==> config.mk <==
export PLATFORM = sky130hd
export DESIGN_NAME = vmx_unit
export DESIGN_NICKNAME = d
export VERILOG_FILES = /design/src/rtl/vmx_pkg.sv /design/src/rtl/vmx_vrf.sv /design/src/rtl/vmx_alu.sv /design/src/rtl/vmx_seq.sv /design/src/rtl/vmx_unit.sv
export SDC_FILE = /design/constraint.sdc
export NUM_CORES = 1
export LEC_CHECK = 0
export BUFFER_PORTS_ARGS = -buffer_cell sky130_fd_sc_hd__buf_2
export CORE_ASPECT_RATIO = 0.7
export CORE_MARGIN = 2
export CORE_UTILIZATION = 30
export CTS_CLUSTER_SIZE = 30
export DETAILED_ROUTE_END_ITERATION = 10
export HOLD_SLACK_MARGIN = 0.05
export PLACE_DENSITY = 0.48
export REMOVE_ABC_BUFFERS = 1
export SYNTH_ARGS = -nofsm -noshare
export SYNTH_HDL_FRONTEND = slang
export SYNTH_SLANG_ARGS = --single-unit
==> constraint.sdc <==
create_clock -name clk -period 16.2 [get_ports clk]
set_clock_uncertainty 0.05 [all_clocks]
set_input_delay 2.43 -clock clk [delete_from_list [all_inputs] [get_ports clk]]
set_output_delay 2.43 -clock clk [all_outputs]
set_load 0.05 [all_outputs]
==> src/rtl/vmx_pkg.sv <==
package vmx_pkg;
  typedef enum logic [2:0] {
    OP_ADD  = 3'd0,
    OP_MUL  = 3'd1,
    OP_SRA  = 3'd2,
    OP_MOV  = 3'd3,
    OP_CGE  = 3'd4,
    OP_CEQZ = 3'd5,
    OP_CNEZ = 3'd6
  } vop_e;

  function automatic logic op_is_cmp(input logic [2:0] code);
    return (code == OP_CGE) || (code == OP_CEQZ) || (code == OP_CNEZ);
  endfunction
endpackage

==> src/rtl/vmx_vrf.sv <==
module vmx_vrf #(
  parameter int NREG  = 4,
  parameter int NELEM = 8,
  parameter int EW    = 8,
  localparam int RW = $clog2(NREG),
  localparam int IW = $clog2(NELEM)
) (
  input  logic          clk,
  input  logic          rst_n,
  input  logic          we,
  input  logic [RW-1:0] w_reg,
  input  logic [IW-1:0] w_idx,
  input  logic [EW-1:0] w_data,
  input  logic [RW-1:0] a_reg,
  input  logic [IW-1:0] a_idx,
  output logic [EW-1:0] a_data,
  input  logic [RW-1:0] b_reg,
  input  logic [IW-1:0] b_idx,
  output logic [EW-1:0] b_data,
  input  logic [RW-1:0] h_reg,
  input  logic [IW-1:0] h_idx,
  output logic [EW-1:0] h_data
);
  logic [NELEM-1:0][EW-1:0] bank [NREG];

  for (genvar r = 0; r < NREG; r++) begin : g_reg
    always_ff @(posedge clk or negedge rst_n) begin
      if (!rst_n) begin
        bank[r] <= '0;
      end else if (we && (w_reg == RW'(r))) begin
        bank[r][w_idx] <= w_data;
      end
    end
  end

  assign a_data = bank[a_reg][a_idx];
  assign b_data = bank[b_reg][b_idx];
  assign h_data = bank[h_reg][h_idx];
endmodule

==> src/rtl/vmx_alu.sv <==
module vmx_alu
  import vmx_pkg::*;
#(
  parameter int EW = 8,
  localparam int SHW = (EW > 1) ? $clog2(EW) : 1
) (
  input  logic [2:0]    op,
  input  logic [EW-1:0] a,
  input  logic [EW-1:0] b,
  output logic [EW-1:0] res,
  output logic          flag
);
  logic [2*EW-1:0] prod;
  logic [SHW-1:0]  amt;

  assign prod = {{EW{1'b0}}, a} * {{EW{1'b0}}, b};
  assign amt  = b[SHW-1:0];

  always_comb begin
    res  = a;
    flag = 1'b0;
    unique case (op)
      OP_ADD:  res = a + b;
      OP_MUL:  res = prod[EW-1:0];
      OP_SRA:  res = $signed(a) >>> amt;
      OP_CGE:  flag = ($signed(a) >= $signed(b));
      OP_CEQZ: flag = (a == '0);
      OP_CNEZ: flag = (a != '0);
      default: res = a;
    endcase
  end
endmodule

==> src/rtl/vmx_seq.sv <==
module vmx_seq #(
  parameter int NELEM = 8,
  localparam int IW = $clog2(NELEM),
  localparam int LW = $clog2(NELEM + 1)
) (
  input  logic             clk,
  input  logic             rst_n,
  input  logic             go,
  input  logic             dense,
  input  logic             every,
  input  logic [LW-1:0]    vlen,
  input  logic [NELEM-1:0] mask,
  output logic             busy,
  output logic             done,
  output logic             fire,
  output logic [IW-1:0]    idx
);
  logic [NELEM-1:0] pend, lenm, pick, rest;

  for (genvar i = 0; i < NELEM; i++) begin : g_len
    assign lenm[i] = (vlen > LW'(i));
  end

  // lowest pending element is served first
  always_comb begin
    idx = '0;
    for (int i = NELEM - 1; i >= 0; i--) begin
      if (pend[i]) idx = IW'(i);
    end
  end

  assign pick = pend & (~pend + NELEM'(1));
  assign rest = pend & ~pick;
  assign fire = busy & (|pend);

  always_ff @(posedge clk or negedge rst_n) begin
    if (!rst_n) begin
      pend <= '0;
      busy <= 1'b0;
      done <= 1'b0;
    end else if (go) begin
      pend <= (every || !dense) ? lenm : (lenm & mask);
      busy <= 1'b1;
      done <= 1'b0;
    end else if (busy) begin
      pend <= rest;
      if (rest == '0) begin
        busy <= 1'b0;
        done <= 1'b1;
      end
    end else begin
      done <= 1'b0;
    end
  end
endmodule

==> src/rtl/vmx_unit.sv <==
module vmx_unit
  import vmx_pkg::*;
#(
  parameter int NREG  = 4,
  parameter int NELEM = 8,
  parameter int EW    = 8,
  localparam int RW = $clog2(NREG),
  localparam int IW = $clog2(NELEM),
  localparam int LW = $clog2(NELEM + 1)
) (
  input  logic             clk,
  input  logic             rst_n,
  input  logic             ld_en,
  input  logic [RW-1:0]    ld_reg,
  input  logic [IW-1:0]    ld_idx,
  input  logic [EW-1:0]    ld_data,
  input  logic [RW-1:0]    rd_reg,
  input  logic [IW-1:0]    rd_idx,
  output logic [EW-1:0]    rd_data,
  input  logic             start,
  input  logic [2:0]       op,
  input  logic             dense_mode,
  input  logic [LW-1:0]    vlen,
  input  logic [RW-1:0]    src_a,
  input  logic [RW-1:0]    src_b,
  input  logic [RW-1:0]    dst,
  input  logic             mask_flip,
  output logic             busy,
  output logic             done,
  output logic [NELEM-1:0] mask_out
);
  logic             go, fire, run_cmp, new_cmp, flag, exec_we, we;
  logic [IW-1:0]    idx, w_idx;
  logic [LW-1:0]    vlen_c, run_vlen;
  logic [2:0]       run_op;
  logic [RW-1:0]    run_a, run_b, run_dst, w_reg;
  logic [NELEM-1:0] mask_q, run_mask;
  logic [EW-1:0]    ea, eb, eres, w_data;

  assign go      = start & ~busy;
  assign new_cmp = op_is_cmp(op);
  assign vlen_c  = (vlen > LW'(NELEM)) ? LW'(NELEM) : vlen;

  always_ff @(posedge clk or negedge rst_n) begin
    if (!rst_n) begin
      run_op   <= OP_ADD;
      run_cmp  <= 1'b0;
      run_a    <= '0;
      run_b    <= '0;
      run_dst  <= '0;
      run_vlen <= '0;
      run_mask <= '0;
    end else if (go) begin
      run_op   <= op;
      run_cmp  <= new_cmp;
      run_a    <= src_a;
      run_b    <= src_b;
      run_dst  <= dst;
      run_vlen <= vlen_c;
      run_mask <= mask_q;
    end
  end

  vmx_seq #(.NELEM(NELEM)) u_seq (
    .clk(clk), .rst_n(rst_n), .go(go), .dense(dense_mode), .every(new_cmp),
    .vlen(vlen_c), .mask(mask_q), .busy(busy), .done(done), .fire(fire), .idx(idx)
  );

  vmx_alu #(.EW(EW)) u_alu (
    .op(run_op), .a(ea), .b(eb), .res(eres), .flag(flag)
  );

  assign exec_we = fire & ~run_cmp & run_mask[idx];
  assign we      = exec_we | (ld_en & ~busy);
  assign w_reg   = exec_we ? run_dst : ld_reg;
  assign w_idx   = exec_we ? idx : ld_idx;
  assign w_data  = exec_we ? eres : ld_data;

  vmx_vrf #(.NREG(NREG), .NELEM(NELEM), .EW(EW)) u_vrf (
    .clk(clk), .rst_n(rst_n), .we(we), .w_reg(w_reg), .w_idx(w_idx), .w_data(w_data),
    .a_reg(run_a), .a_idx(idx), .a_data(ea),
    .b_reg(run_b), .b_idx(idx), .b_data(eb),
    .h_reg(rd_reg), .h_idx(rd_idx), .h_data(rd_data)
  );

  always_ff @(posedge clk or negedge rst_n) begin
    if (!rst_n) begin
      mask_q <= '0;
    end else if (go && new_cmp) begin
      mask_q <= '0;
    end else if (fire && run_cmp) begin
      mask_q[idx] <= flag;
    end else if (mask_flip && !busy && !start) begin
      mask_q <= ~mask_q;
    end
  end

  assign mask_out = mask_q;
endmodule

Word level (Yosys, flattened, before mapping) --
Cells that the tools add are included.
Storage, ports and cells: output and inout bits 18, register bits 292
Operators by class: multipliers 1, equal/unequal tests 12, $lt $le $gt $ge 18, shift-type cells 1, reductions and logical operators 24, $add $sub $neg 2, mux-type cells 52, bitwise operators 17
Operators by type and width (number):
- 64-bit binary-select mux with 2-bit select | 3
- 64-bit 2-to-1 mux | 6
- 64-bit bitwise mux | 4
- 8-bit 2-to-1 mux | 11
- 8-bit binary-select mux with 3-bit select | 3
- 3-bit 2-to-1 mux | 9
- 8-bit bitwise AND | 3
- 8-bit demux with 3-bit select | 1
- 8-bit NOT | 3
- 8-bit case mux with 3 select lines | 1
- 3-bit equality test, second input constant | 6
- 4-bit by 3-bit > comparator with 1-bit output, second input constant | 4
- 8-bit logical NOT | 2
- 3-bit by 4-bit < comparator with 1-bit output, second input constant | 3
- 1-bit logical AND | 10
- 3-bit greater-or-equal comparator, second input constant | 3
- 2-bit NOT with 3-bit output | 3
- 8-bit by 1-bit adder with 8-bit output, second input constant | 1
- 8-bit adder | 1
- 8-bit bitwise mux | 1
- 8-bit greater-or-equal comparator | 1
- 4-bit by 1-bit > comparator with 1-bit output, second input constant | 2
- 4-bit by 2-bit > comparator with 1-bit output, second input constant | 2
- 8-bit by 8-bit multiplier with 8-bit output | 1
- 25 further kinds | 43

Longest topological paths before layout --
depth in word-level cells 17, gate-level depth with buffers 29, gate-level depth less buffers 24

Cells and area by module --
Synthesis repeated with hierarchy kept, for this count alone.
Second synthesis, totals: cell total of the unflattened synthesis 1377, area total of the unflattened synthesis 19610.1 µm²
Modules (own cells, without submodules):
- vmx_vrf | instances 1, area each 15637.5 µm², cells each 913
- vmx_alu | instances 1, area each 1876.8 µm², cells each 266
- vmx_unit | instances 1, area each 1460.2 µm², cells each 125
- vmx_seq | instances 1, area each 635.6 µm², cells each 73

Least setup slack after synthesis --
No wires, ideal clock.
path kind input port to output port, start input rd_reg[0], end output rd_data[0], required time 13.720 ns, slack 8.966 ns, path buffers 2, stages on the path 5, arrival 4.754 ns, cell sequence clkbuf_1 -> buf_1 -> mux4_2 -> mux4_2 -> mux2_2
Between the ends: word-level cells in the longest chain between the ends 6
Ends and longest elaborated chain:
- start, declared | RTL line vmx_unit.sv:17 | input logic [RW-1:0] rd_reg,
- 2-bit NOT with 3-bit output (not written as such) | RTL line vmx_vrf.sv:38 | assign h_data = bank[h_reg][h_idx];
- 64-bit binary-select mux with 2-bit select | RTL line vmx_vrf.sv:38
- 64-bit 2-to-1 mux (not written as such) (2 in a row) | RTL line vmx_vrf.sv:38
- 8-bit binary-select mux with 3-bit select | RTL line vmx_vrf.sv:38
- 8-bit 2-to-1 mux (not written as such) | RTL line vmx_vrf.sv:38
- end, declared | RTL line vmx_unit.sv:19 | output logic [EW-1:0] rd_data,
No other way between the ends. The select of a mux whose other input is x is not followed.

Final worst setup path --
start register run_a[0], end register u_vrf.bank[63] in the netlist's numbering
Between the ends: word-level cells in the longest chain between the ends 10, elaborated cells on any way between the ends 12, those cells by class add/sub (1); mul (1); shift (1); mux (8); bitwise (1)
Ends and longest elaborated chain:
- start, declared | RTL line vmx_unit.sv:36 | logic [RW-1:0] run_a, run_b, run_dst, w_reg;
- start signal, assigned | RTL line vmx_unit.sv:56 | run_a <= src_a;
- 2-bit NOT with 3-bit output (not written as such) * | RTL line vmx_vrf.sv:36 | assign a_data = bank[a_reg][a_idx];
- 64-bit binary-select mux with 2-bit select * | RTL line vmx_vrf.sv:36
- 64-bit 2-to-1 mux (not written as such) * (2 in a row) | RTL line vmx_vrf.sv:36
- 8-bit binary-select mux with 3-bit select * | RTL line vmx_vrf.sv:36
- 8-bit 2-to-1 mux (not written as such) * | RTL line vmx_vrf.sv:36
- 8-bit by 8-bit multiplier with 8-bit output (tied with other cells) | RTL line vmx_alu.sv:16 | assign prod = {{EW{1'b0}}, a} * {{EW{1'b0}}, b};
- 8-bit case mux with 3 select lines * | RTL line vmx_alu.sv:22 | unique case (op)
- 8-bit 2-to-1 mux * | RTL line vmx_unit.sv:77 | assign w_data = exec_we ? eres : ld_data;
- 64-bit bitwise mux * | RTL line vmx_vrf.sv:31 | bank[r][w_idx] <= w_data;
- end signal, assigned by index | RTL line vmx_vrf.sv:31
- end, declared | RTL line vmx_vrf.sv:24 | logic [NELEM-1:0][EW-1:0] bank [NREG];
Every way passes the cells marked *; elsewhere a longest branch is shown, timed or not. The select of a mux whose other input is x is not followed. A chain may end at the register's enable or synchronous reset.

==> run metrics <==
mapped cell area=approximately 20000 um^2; Die H=about 220 um; post-synthesis mux area share=between 30% and 40%; fin crit period=between 8000 and 9000 ps; via count=14901; DRT antenna net count=0; Nets=about 1700; DR WL/cell=between 20 and 30 um; Starting Density=between 30% and 40%; largest family of logic cells by synthesized area=multiplexers; hold_sp=u_seq.done$_DFFE_PN0P_; cts bufs inserted=30; CTS Hold Bufs=0; clk_lat worst skew=approximately 610 ps; ratio of final minimum period to clock period=between 50% and 60%; CP Max Fanout=36; CP dominant cell by count=inv_1; slowest cell on the critical path=o21ai_2; RSZ-0062 raised after global routing=no; FF+latch count, synth=just under 300; CP Capture Type=flip-flop; Synth Area in Compound Gates=~11%; gr usage total=between 20% and 30%; post-cts sizing count=0; asr flop ratio synth=between 90% and 100%; # Post-CTS Setup Buffers=0; number of fillers in the final layout=6454; Core ar.=approximately 65000 um^2; Max Transition Viols Final=0; setup TNS=0 ps; post-synthesis xor/xnor area fraction=around 1%; Simple-Gate Fraction of Synth Area=under 10%; initial antenna violation count=0; Synth cell types=85; detailed placement HPWL=48.84 mm; CP Launch Type=flip-flop; gpl congestion=0.8883; first-pass GRT wire length=around 100 mm; worst min path class=reg -> reg; synth top area cells=dfrtp_1, mux4_2, mux2_2, nor2_1, a21oi_1; Critical R2R Launch=run_a[0]$_DFFE_PN0P_; row count=slightly below 80; Root Buffer=clkbuf_16; Synth area leader=dfrtp_1; vias in the first global route=14748; ratio of cells with drive above 1 in the final layout=34.07%; Post-Syn Area per Cell=approximately 12 um^2; clock sinks=292; post-layout util=roughly 34%; initial DRC count=roughly 1600; final setup vio count=0; die extent in x=approximately 310 um; Ports=55; Post-Syn Instances=~1600; number of max-cap violations=0; post-synth top area share=between 30 and 40%; # DRC=0; Initial DRT Pass Iterations=7; CTS tree=built; die area=between 60000 and 70000 um^2; PortBufs=54; final wirelength=69.86 mm; CP peak stage delay=about 1100 ps; Worst Setup SP=run_a[0]$_DFFE_PN0P_; Req. time, crit path=16670 ps; Fmax=119.2 MHz; worst-margin pin slew=approximately 1300 ps; CTS H-tree lvls=1; run status=finished, final reports clean; Post-synth top cells=dfrtp_1, mux4_2, mux2_2, nor2_1, a21oi_1; clock-pin slew on the worst setup and hold paths=around 60 ps; Final Hold Vio Count=0; gr ovfl total=0; post-synthesis sequential area ratio=a little under two fifths; synth warn=0; Area growth syn-to-layout=10.94%; largest net degree at the start of global routing=~120; Clock Path Buffers=3; Post-synth EDFFs=0; Main synth FF type=dfrtp_1; vias per cell=approximately 5.8; worst setup path class=reg -> reg; post-synthesis adder-cell area fraction=under 10%; Critical Path AT=a little under 9000 ps; most common cell in the synthesized netlist=dfrtp_1; max_slew headroom=between 10 and 15%
==> per-layer routing <==
metal,share of wire (%),global-route usage [%],vias up
met5,0,0,-
met4,1.9,3.673,0
met3,11,7.354,82
met2,41,28.59,718
met1,46,30.34,7806
li1,-,-,6295
==> cell type report <==
| class | instances | area, um^2 | area share (%) |
|---|---|---|---|
| Multi-Input combinational cell | 1153 | 11530 | 52.66 |
| Tap cell | 880 | 1101 | 5.030 |
| Timing Repair Buffer | 109 | 708.2 | 3.235 |
| Antenna cell | 1 | 2.502 | 0.01143 |
| Clock buffer | 44 | 873.3 | 3.990 |
| Clock inverter | 12 | 145.1 | 0.6630 |
| Sequential cell | 292 | 7317 | 33.43 |
| Inverter | 57 | 216.5 | 0.9889 |
==> critical path: cells and delay by family (launching register included) <==
| kind | cells | cell delay, ps |
|---|---|---|
| buffers and inverters | 6 | 1120 |
| adders and majority gates | 6 | 1960 |
| and+or+nand+nor | 1 | 180 |
| muxes | 2 | 920 |
| DFF | 1 | 940 |
| xor gates and xnor gates | 3 | 670 |
| AOI/OAI and AO/OA | 7 | 2380 |
==> sequential cells by signal, summed over array words and instances (netlist names) <==
name and flops:
u_vrf.bank 256, mask_out 8, run_mask 8, u_seq.pend 8, run_op 3, run_a 2, run_b 2, run_dst 2
run_cmp 1, u_seq.busy 1, u_seq.done 1
==> layout by cell type, fill, tap and decap left out, types with 7 or more instances in the layout <==
| cell type | instances |
|---|---|
| a211oi_1 | 19 |
| a21o_1 | 8 |
| a21oi_1 | 94 |
| a31oi_1 | 31 |
| and3_1 | 10 |
| buf_2 | 52 |
| buf_4 | 55 |
| clkbuf_1 | 7 |
| clkbuf_16 | 30 |
| clkbuf_8 | 7 |
| dfrtp_1 | 288 |
| fa_1 | 13 |
| ha_1 | 31 |
| inv_1 | 52 |
| mux2_2 | 162 |
| mux2i_1 | 21 |
| mux4_2 | 208 |
| nand2_1 | 84 |
| nand2b_1 | 9 |
| nand3_1 | 23 |
| nor2_1 | 157 |
| nor2b_1 | 10 |
| nor3_1 | 22 |
| o211ai_1 | 11 |
| o21ai_0 | 58 |
| o21ai_1 | 22 |
| o221ai_1 | 8 |
| o22ai_1 | 17 |
| xnor2_1 | 13 |
==> through the flow <==
step           std cells  hold WS [ps]  cell area, um^2  setup slack [ps]
2_1_floorplan       1502         420.7            19000              7568
3_3_place_gp        2491         410.9            20870              8048
3_5_place_dp        2491         416.4            20870              7897
4_1_cts             2547         431.1            21890              7853
5_1_grt             2547         467.1            21890              7367
6_report            2548         424.3            21890              7810
==> kinds of logic (layout without fill, tap and decap cells) <==
group | Yosys count | after routing
flip-flops | 292 | 292
XOR/XNOR | 18 | 18
other | 0 | 1
buffers and inverters | 200 | 222
multiplexers | 398 | 398
AO/OA/AOI/OAI | 333 | 333
AND/OR/NAND/NOR | 358 | 358
adder cells (fa/ha/maj) | 46 | 46
==> path summary, 6_finish.rpt <==
kind	to	slack (ps)	cells after the start
worst max-delay path	u_vrf.bank[63]$_DFFE_PN0P_	7810	25
worst min-delay path	u_seq.done$_DFFE_PN0P_	420	1
worst max register to register	u_vrf.bank[63]$_DFFE_PN0P_	7810	25
worst min register to register	u_seq.done$_DFFE_PN0P_	420	1
max in group asynchronous	u_vrf.bank[69]$_DFFE_PN0P_	12250	3
min in group asynchronous	run_dst[0]$_DFFE_PN0P_	1890	1
Power is not shown: default switching activity piles up to over one toggle a cycle in this logic, so the estimate is an artifact.
